===== config.mk =====
export PLATFORM = sky130hd
export DESIGN_NAME = shadow_rf
export DESIGN_NICKNAME = d
export VERILOG_FILES = /design/src/rtl/shadow_rf_pkg.sv /design/src/rtl/shadow_rf_ctrl.sv /design/src/rtl/shadow_rf_dp.sv /design/src/rtl/shadow_rf.sv
export SDC_FILE = /design/constraint.sdc
export NUM_CORES = 2
export LEC_CHECK = 0
export CORE_AREA = 2 2 401 403
export DETAILED_ROUTE_END_ITERATION = 6
export DIE_AREA = 0 0 403 405
export DONT_BUFFER_PORTS = 1
export GPL_ROUTABILITY_DRIVEN = 0
export PLACE_DENSITY = 0.57
export SLEW_MARGIN = 20
export SYNTH_ARGS = -nofsm -noshare
export SYNTH_HDL_FRONTEND = slang
export SYNTH_SLANG_ARGS = --single-unit

===== constraint.sdc =====
create_clock -name clk -period 3.8 [get_ports clk]
set_clock_uncertainty 0.2 [all_clocks]
set_input_delay 0.57 -clock clk [delete_from_list [all_inputs] [get_ports clk]]
set_output_delay 0.57 -clock clk [all_outputs]
set_load 0.02 [all_outputs]

===== src/rtl/shadow_rf_pkg.sv =====
package shadow_rf_pkg;
  // Strobes from the control half to the datapath half
  typedef struct packed {
    logic coreWr;    // commit write-back to a general register
    logic shadowWr;  // also copy the result into the mapped shadow slot
    logic mapWr;     // update one lookup-table entry
  } rfStrobe_t;
endpackage


===== src/rtl/shadow_rf_ctrl.sv =====
module shadow_rf_ctrl
  import shadow_rf_pkg::*;
#(
  parameter int NUM_CORE   = 32,
  parameter int NUM_SHADOW = 4,
  parameter int AW         = $clog2(NUM_CORE),
  parameter int SW         = (NUM_SHADOW > 1) ? $clog2(NUM_SHADOW) : 1
) (
  input  logic          clk,
  input  logic          rstN,
  input  logic          wbEn,
  input  logic [AW-1:0] wbIdx,
  input  logic          wbCopy,
  input  logic          cfgWe,
  input  logic [AW-1:0] cfgIdx,
  input  logic [SW-1:0] cfgShadow,
  output rfStrobe_t     strobe,
  output logic [SW-1:0] shadowTgt
);
  localparam logic [SW:0] SHADOW_LIM = (SW+1)'(NUM_SHADOW);

  logic [SW-1:0] hashTbl [NUM_CORE];

  // Lookup table: core index -> shadow slot
  always_ff @(posedge clk or negedge rstN) begin
    if (!rstN) begin
      for (int i = 0; i < NUM_CORE; i++) hashTbl[i] <= '0;
    end else if (strobe.mapWr) begin
      hashTbl[cfgIdx] <= cfgShadow;
    end
  end

  always_comb begin
    strobe.coreWr   = wbEn && (wbIdx != '0);
    strobe.shadowWr = wbEn && (wbIdx != '0) && wbCopy;
    strobe.mapWr    = cfgWe && ({1'b0, cfgShadow} < SHADOW_LIM);
    shadowTgt       = hashTbl[wbIdx];
  end
endmodule


===== src/rtl/shadow_rf_dp.sv =====
module shadow_rf_dp
  import shadow_rf_pkg::*;
#(
  parameter int DATA_W     = 32,
  parameter int NUM_CORE   = 32,
  parameter int NUM_SHADOW = 4,
  parameter int NUM_XRD    = 2,
  parameter int AW         = $clog2(NUM_CORE),
  parameter int SW         = (NUM_SHADOW > 1) ? $clog2(NUM_SHADOW) : 1
) (
  input  logic                      clk,
  input  logic                      rstN,
  input  rfStrobe_t                 strobe,
  input  logic [AW-1:0]             wbIdx,
  input  logic [DATA_W-1:0]         wbData,
  input  logic [SW-1:0]             shadowTgt,
  input  logic [AW-1:0]             rdIdxA,
  input  logic [AW-1:0]             rdIdxB,
  output logic [DATA_W-1:0]         rdDataA,
  output logic [DATA_W-1:0]         rdDataB,
  input  logic [NUM_XRD*SW-1:0]     xrdIdx,
  output logic [NUM_XRD*DATA_W-1:0] xrdData
);
  localparam logic [SW:0] SHADOW_LIM = (SW+1)'(NUM_SHADOW);

  logic [DATA_W-1:0] coreReg   [NUM_CORE];
  logic [DATA_W-1:0] shadowReg [NUM_SHADOW];

  // General registers; entry 0 is never written and stays zero
  always_ff @(posedge clk or negedge rstN) begin
    if (!rstN) begin
      for (int i = 0; i < NUM_CORE; i++) coreReg[i] <= '0;
    end else if (strobe.coreWr) begin
      coreReg[wbIdx] <= wbData;
    end
  end

  // Shadow bank, written only as a side effect of a write-back
  always_ff @(posedge clk or negedge rstN) begin
    if (!rstN) begin
      for (int i = 0; i < NUM_SHADOW; i++) shadowReg[i] <= '0;
    end else if (strobe.shadowWr) begin
      shadowReg[shadowTgt] <= wbData;
    end
  end

  assign rdDataA = coreReg[rdIdxA];
  assign rdDataB = coreReg[rdIdxB];

  for (genvar g = 0; g < NUM_XRD; g++) begin : g_xrd
    logic [SW-1:0] sel;
    assign sel = xrdIdx[g*SW +: SW];
    assign xrdData[g*DATA_W +: DATA_W] =
      ({1'b0, sel} < SHADOW_LIM) ? shadowReg[sel] : '0;
  end
endmodule


===== src/rtl/shadow_rf.sv =====
module shadow_rf
  import shadow_rf_pkg::*;
#(
  parameter int DATA_W     = 32,
  parameter int NUM_CORE   = 32,
  parameter int NUM_SHADOW = 4,
  parameter int NUM_XRD    = 2,
  localparam int AW        = $clog2(NUM_CORE),
  localparam int SW        = (NUM_SHADOW > 1) ? $clog2(NUM_SHADOW) : 1
) (
  input  logic                      clk,
  input  logic                      rstN,
  input  logic                      wbEn,
  input  logic [AW-1:0]             wbIdx,
  input  logic [DATA_W-1:0]         wbData,
  input  logic                      wbCopy,
  input  logic                      cfgWe,
  input  logic [AW-1:0]             cfgIdx,
  input  logic [SW-1:0]             cfgShadow,
  input  logic [AW-1:0]             rdIdxA,
  input  logic [AW-1:0]             rdIdxB,
  output logic [DATA_W-1:0]         rdDataA,
  output logic [DATA_W-1:0]         rdDataB,
  input  logic [NUM_XRD*SW-1:0]     xrdIdx,
  output logic [NUM_XRD*DATA_W-1:0] xrdData
);
  rfStrobe_t     strobe;
  logic [SW-1:0] shadowTgt;

  shadow_rf_ctrl #(
    .NUM_CORE(NUM_CORE), .NUM_SHADOW(NUM_SHADOW), .AW(AW), .SW(SW)
  ) u_ctrl (
    .clk(clk), .rstN(rstN), .wbEn(wbEn), .wbIdx(wbIdx), .wbCopy(wbCopy),
    .cfgWe(cfgWe), .cfgIdx(cfgIdx), .cfgShadow(cfgShadow),
    .strobe(strobe), .shadowTgt(shadowTgt)
  );

  shadow_rf_dp #(
    .DATA_W(DATA_W), .NUM_CORE(NUM_CORE), .NUM_SHADOW(NUM_SHADOW),
    .NUM_XRD(NUM_XRD), .AW(AW), .SW(SW)
  ) u_dp (
    .clk(clk), .rstN(rstN), .strobe(strobe), .wbIdx(wbIdx), .wbData(wbData),
    .shadowTgt(shadowTgt), .rdIdxA(rdIdxA), .rdIdxB(rdIdxB),
    .rdDataA(rdDataA), .rdDataB(rdDataB), .xrdIdx(xrdIdx), .xrdData(xrdData)
  );
endmodule


# [Word-level counts from Yosys, hierarchy flattened]
# Index checks and enable logic that the tools add are counted.
[classes] magnitude_cmp=10 muxes=24 bitwise_logic=7 n_reduce_logical=6
[op_table] operator="$bwmux W1024" count=1
[op_table] operator="$bmux W32 S5" count=2
[op_table] operator="$mux W32" count=10
[op_table] operator="$demux W32 S5" count=1
[op_table] operator="$bmux W32 S2" count=2
[op_table] operator="$bwmux W128" count=1
[op_table] operator="$bwmux W64" count=1
[op_table] operator="$demux W32 S2" count=1
[op_table] operator="$ge A6 B6 Y1 const B" count=4
[op_table] operator="$not A5 Y6" count=4
[op_table] operator="$lt A6 B1 Y1 const B" count=2
[op_table] operator="$bmux W2 S5" count=1
[op_table] operator="$demux W2 S5" count=1
[op_table] operator="$ge A3 B3 Y1 const B" count=3
[op_table] operator="$not A2 Y3" count=3
[op_table] operator="$mux W2" count=3
[op_table] operator="$logic_and A1 B1 Y1" count=5
[op_table] operator="$reduce_bool A5 Y1" count=1
[op_table] operator="$lt A3 B1 Y1 const B" count=1
[totals] register_bits=1216 in_bits=63 output_inout_bits=128 wordCells=115

# [Longest topological paths before layout]
[depth] word_depth=10 ltp_mapped=10 mapped_depth_nobuf=6

# [Cells and area by module]
# From an unflattened synthesis, not the netlist that was laid out.
[hier_totals] cells_unflattened=5167 hier_area_um2=65621.7
[modules_own_cells] mod="shadow_rf_dp" n_inst=1 cells_each=4955 area_per_inst_um2=62464.9 seq_area_each_um2=28827.6
[modules_own_cells] mod="shadow_rf_ctrl" n_inst=1 cells_each=212 area_per_inst_um2=3156.8 seq_area_each_um2=1601.5

# [Worst setup path after synthesis]
# OpenSTA, ideal clock, no wires.
[synth_timing] path_kind="input to output" start="in rdIdxA[0]" end="out rdDataA[0]" arrival_time_ns=2.835 required_ns=3.030 slack_ns=0.195 stages=6 n_path_buf=3 cell_sequence="clkbuf_1 > buf_2 > buf_1 > mux4_2 > mux4_2 > mux2_2"
[synth_between] elab_chain_len=4
[synth_rtl] element="start: declaration" line_no="shadow_rf.sv:20" text="input logic [AW-1:0] rdIdxA,"
[synth_rtl] element="$not A5 Y6 (implied by the code)" line_no="shadow_rf_dp.sv:47" text="assign rdDataA = coreReg[rdIdxA];"
[synth_rtl] element="$bmux W32 S5" line_no="shadow_rf_dp.sv:47"
[synth_rtl] element="$mux W32 (implied by the code) (2 in a row)" line_no="shadow_rf_dp.sv:47"
[synth_rtl] element="end: declaration" line_no="shadow_rf.sv:22" text="output logic [DATA_W-1:0] rdDataA,"
# Every way passes these cells. The select of a mux whose other input is x is not followed.

# [Worst setup path after layout]
[layout_timing] start="in rdIdxB[0]" end="out rdDataB[8]"
[layout_between] elab_chain_len=4
[layout_rtl] element="start: declaration" line_no="shadow_rf.sv:21" text="input logic [AW-1:0] rdIdxB,"
[layout_rtl] element="$not A5 Y6 (implied by the code)" line_no="shadow_rf_dp.sv:48" text="assign rdDataB = coreReg[rdIdxB];"
[layout_rtl] element="$bmux W32 S5" line_no="shadow_rf_dp.sv:48"
[layout_rtl] element="$mux W32 (implied by the code) (2 in a row)" line_no="shadow_rf_dp.sv:48"
[layout_rtl] element="end: declaration" line_no="shadow_rf.sv:23" text="output logic [DATA_W-1:0] rdDataB,"
# Every way passes these cells. The select of a mux whose other input is x is not followed.

==> flow_metrics.tcl <==
set metrics [dict create \
    internal_power_mw 29.1 \
    path_cells "mux4_2, mux4_2, mux2_2" \
    r2r_cells 8 \
    finalCritPeriodShare 0.907 \
    final_cell_mix "dfrtp_1, mux2_2, mux4_2" \
    ys_ff_latch 1216 \
    post-cts-setup-buffers 0 \
    fin_util 0.445 \
    synthCells 3739 \
    grt_use_met3 0.0391 \
    required_ns 3.03 \
    die_h_um 405 \
    met2_usage 0.373 \
    final_common_cell "dfrtp_1" \
    slowest_stage "mux4_2" \
    die_w_um 403 \
    tritoncts "done" \
    critPathLaunchType "primary input" \
    synth_top_family_by_area "multiplexers" \
    hold_class "primary input to flop" \
    outcome "finished, final reports clean" \
    whs_endpoint "u_ctrl.hashTbl[4]" \
    wl_per_cell_um 31.1 \
    synth_flop_cell "dfrtp_1" \
    clk_pin_slew_ns 0.06 \
    pin_count 191 \
    r2r_start "u_ctrl.hashTbl[38]" \
    num_rows 147 \
    crit_path_end_kind "output pin" \
    synth_area_per_cell_um2 16.9 \
    path_class "primary input to output pin" \
    sw_frac_of_total 0.264 \
    routed_via_density 6.10 \
    worst_slew_pin_slew_ns 0.990 \
    grt_pass1_vias 37725 \
    overflow 0 \
    cp_top_family "multiplexers" \
    nets 3685 \
    first_pass_iters 5 \
    cts_buffer_depth 3 \
    synth.distinct_cells 36 \
    worstHoldStart "cfgIdx[1]" \
    slew_headroom 0.340 \
    antenna_found_initial 4 \
    fp.coreArea_um2 159000 \
    synth_xor_xnor_area_share 0 \
    cpMostUsedCell "mux4_2" \
    reg2reg_setup_slack_ns 0.51 \
    synthMuxAreaShare 0.481 \
    clk_latency_ns 0.76 \
    power.leakage_nw 29.8 \
    synth.yosys.seq_area_share 0.482 \
    start_util 0.396 \
    track_usage 0.225 \
    critPathMaxStageDelay_ns 0.78 \
    async_flop_share 1.00 \
    synth_edf_count 0 \
    max_cap_viol_count 0 \
    cts_sinks 1216 \
    fmax_ghz 0.290 \
    syn-cell-area_um2 63100 \
    drv_slew 0 \
    drc_errors 0 \
    timing.rr.end "u_dp.shadowReg[75]" \
    h-tree-depth 4 \
    ir_worst_vdd_mv 0.465 \
    setup_tns_ns 0 \
    cp_num_buf_inv 0 \
    num_vias 35490 \
    hold_violations 0 \
    finalSetupViolCount 0 \
    yosys.area_share.simple 0.00871 \
    dp_hpwl_mm 94.4 \
    p_per_area_nw_per_um2 557 \
    root_buffer "clkbuf_16" \
    synth_fa_ha_area_frac 0 \
    fin_crit_ns 3.45 \
    clock_power_share 0.345 \
    grtUsageMet1 0.310 \
    numPortBuffers 0 \
    grt_max_degree 257 \
    synth_compound_area_frac 0.00131 \
    layout-drive-gt1-share 0.608 \
    totalWireLength_mm 181 \
    cts_buffers 140 \
    num-fill-cells 14005 \
    critPathArrivalTime_ns 2.68 \
    ant_nets 0 \
    whs_path_depth 3 \
    dieArea_um2 163000 \
    syn_nets 3802 \
    rsz0062_at_grt "false" \
    synth_warnings 0 \
    syn_to_final_growth_pct 12.5 \
    grt_pass1_wl_mm 268 \
    comb_power_share 0.211 \
    dr.first_iter.drc_count 2350 \
    crit_fanout 256 \
    pwr-share-seq 0.444 \
    grt.busiest_layer "met2" \
    power.switching_mw 10.5 \
]
## metal layers
layer	part of all wire	vias to the layer above
met1	0.44	19954
met4	0.022	0
met2	0.49	869
met3	0.046	244
li1	-	14423
met5	0	-
## worst register-to-register path, stage by stage (launching register included)
cell and delay [ns]:
dfrtp_1 0.34, mux4_2 0.27, mux2i_1 0.11, mux2_2 0.29, mux2_2 0.31, nor3_4 0.20, buf_4 0.44, mux2_1 0.46
dlygate4sd3_1 0.56
## state kept, by name (all words and copies together) (netlist names)
register / cells
u_dp.shadowReg: 128
u_dp.coreReg: 1024
u_ctrl.hashTbl: 64
## worst max-delay path by stage
stage | from | end | slack (ns) | cells after the start
floorplan | rdIdxA[0] | rdDataA[0] | 0.19 | 6
global placement | wbIdx[3] | u_dp.coreReg[879] | 0.63 | 5
detailed placement | wbIdx[3] | u_dp.coreReg[880] | 0.59 | 5
CTS | u_dp.coreReg[144] | rdDataB[16] | 0.40 | 3
global route | u_ctrl.hashTbl[19] | u_dp.shadowReg[78] | 0.38 | 8
finish | rdIdxB[0] | rdDataB[8] | 0.35 | 3
## what timing repair did
item / in CTS / in global routing
hold buffers: 101 / 0
hold endpoints to repair: 1307 / 0
resized for setup: 0 / 0
## cell families after synthesis
logic type	Yosys count
AOI/OAI and AO/OA	10
buffers and inverters	415
DFF	1216
muxes	1984
and+or+nand+nor	114
## Yosys cell counts (3+ instances only)
library cell / n / area share
nand4_1: 4 / 0.00040
mux2i_1: 21 / 0.0033
mux4_2: 712 / 0.25
a22oi_1: 4 / 0.00048
nor3_1: 3 / 0.00024
dfrtp_1: 1216 / 0.48
a311oi_1: 3 / 0.00042
buf_4: 4 / 0.00048
buf_1: 71 / 0.0042
nand2_1: 34 / 0.0020
buf_6: 4 / 0.00071
clkbuf_1: 290 / 0.017
nor2_1: 37 / 0.0022
nand3_1: 10 / 0.00079
nor3b_1: 5 / 0.00060
mux2_2: 1211 / 0.22
buf_2: 43 / 0.0034
mux2_1: 40 / 0.0071
nand3b_1: 4 / 0.00048
nor2b_1: 5 / 0.00050
## power groups by stage
stage / Sequential (mW) / Clock, mW / Combinational, mW
floorplan: 17.1 / 0 / 7.00
global placement: 17.6 / 0 / 7.55
detailed placement: 17.7 / 0 / 7.99
CTS: 17.5 / 14.0 / 8.46
global route: 17.9 / 14.5 / 8.89
finish: 17.6 / 13.6 / 8.35
## area by class of cell
| cell class | count | area, µm² | share of cell area |
|---|---|---|---|
| sequential | 1216 | 30400 | 0.429 |
| multi-input combinational | 2108 | 31200 | 0.440 |
| clock buffer | 209 | 4220 | 0.0595 |
| timing repair buffer | 154 | 2070 | 0.0292 |
| inverter | 2 | 7.51 | 0.000106 |
| antenna | 4 | 10.0 | 0.000141 |
| tap | 2086 | 2610 | 0.0368 |
| clock inverter | 39 | 394 | 0.00555 |
## through the flow
stage / area [µm²] / setup slack (ns) / total power, mW / cells / hold WS, ns
final: 71000 / 0.355 / 39.5 / 5818 / 0.0583
after global routing: 71000 / 0.376 / 41.3 / 5817 / 0.0337
after CTS: 71000 / 0.403 / 39.9 / 5814 / 0.00656
after detailed placement: 65100 / 0.594 / 25.7 / 5465 / 0.183
after global placement: 64800 / 0.630 / 25.1 / 5457 / 0.176
after floorplan: 63100 / 0.195 / 24.1 / 3739 / 0.0744
Power figures use the tool's default switching activity.
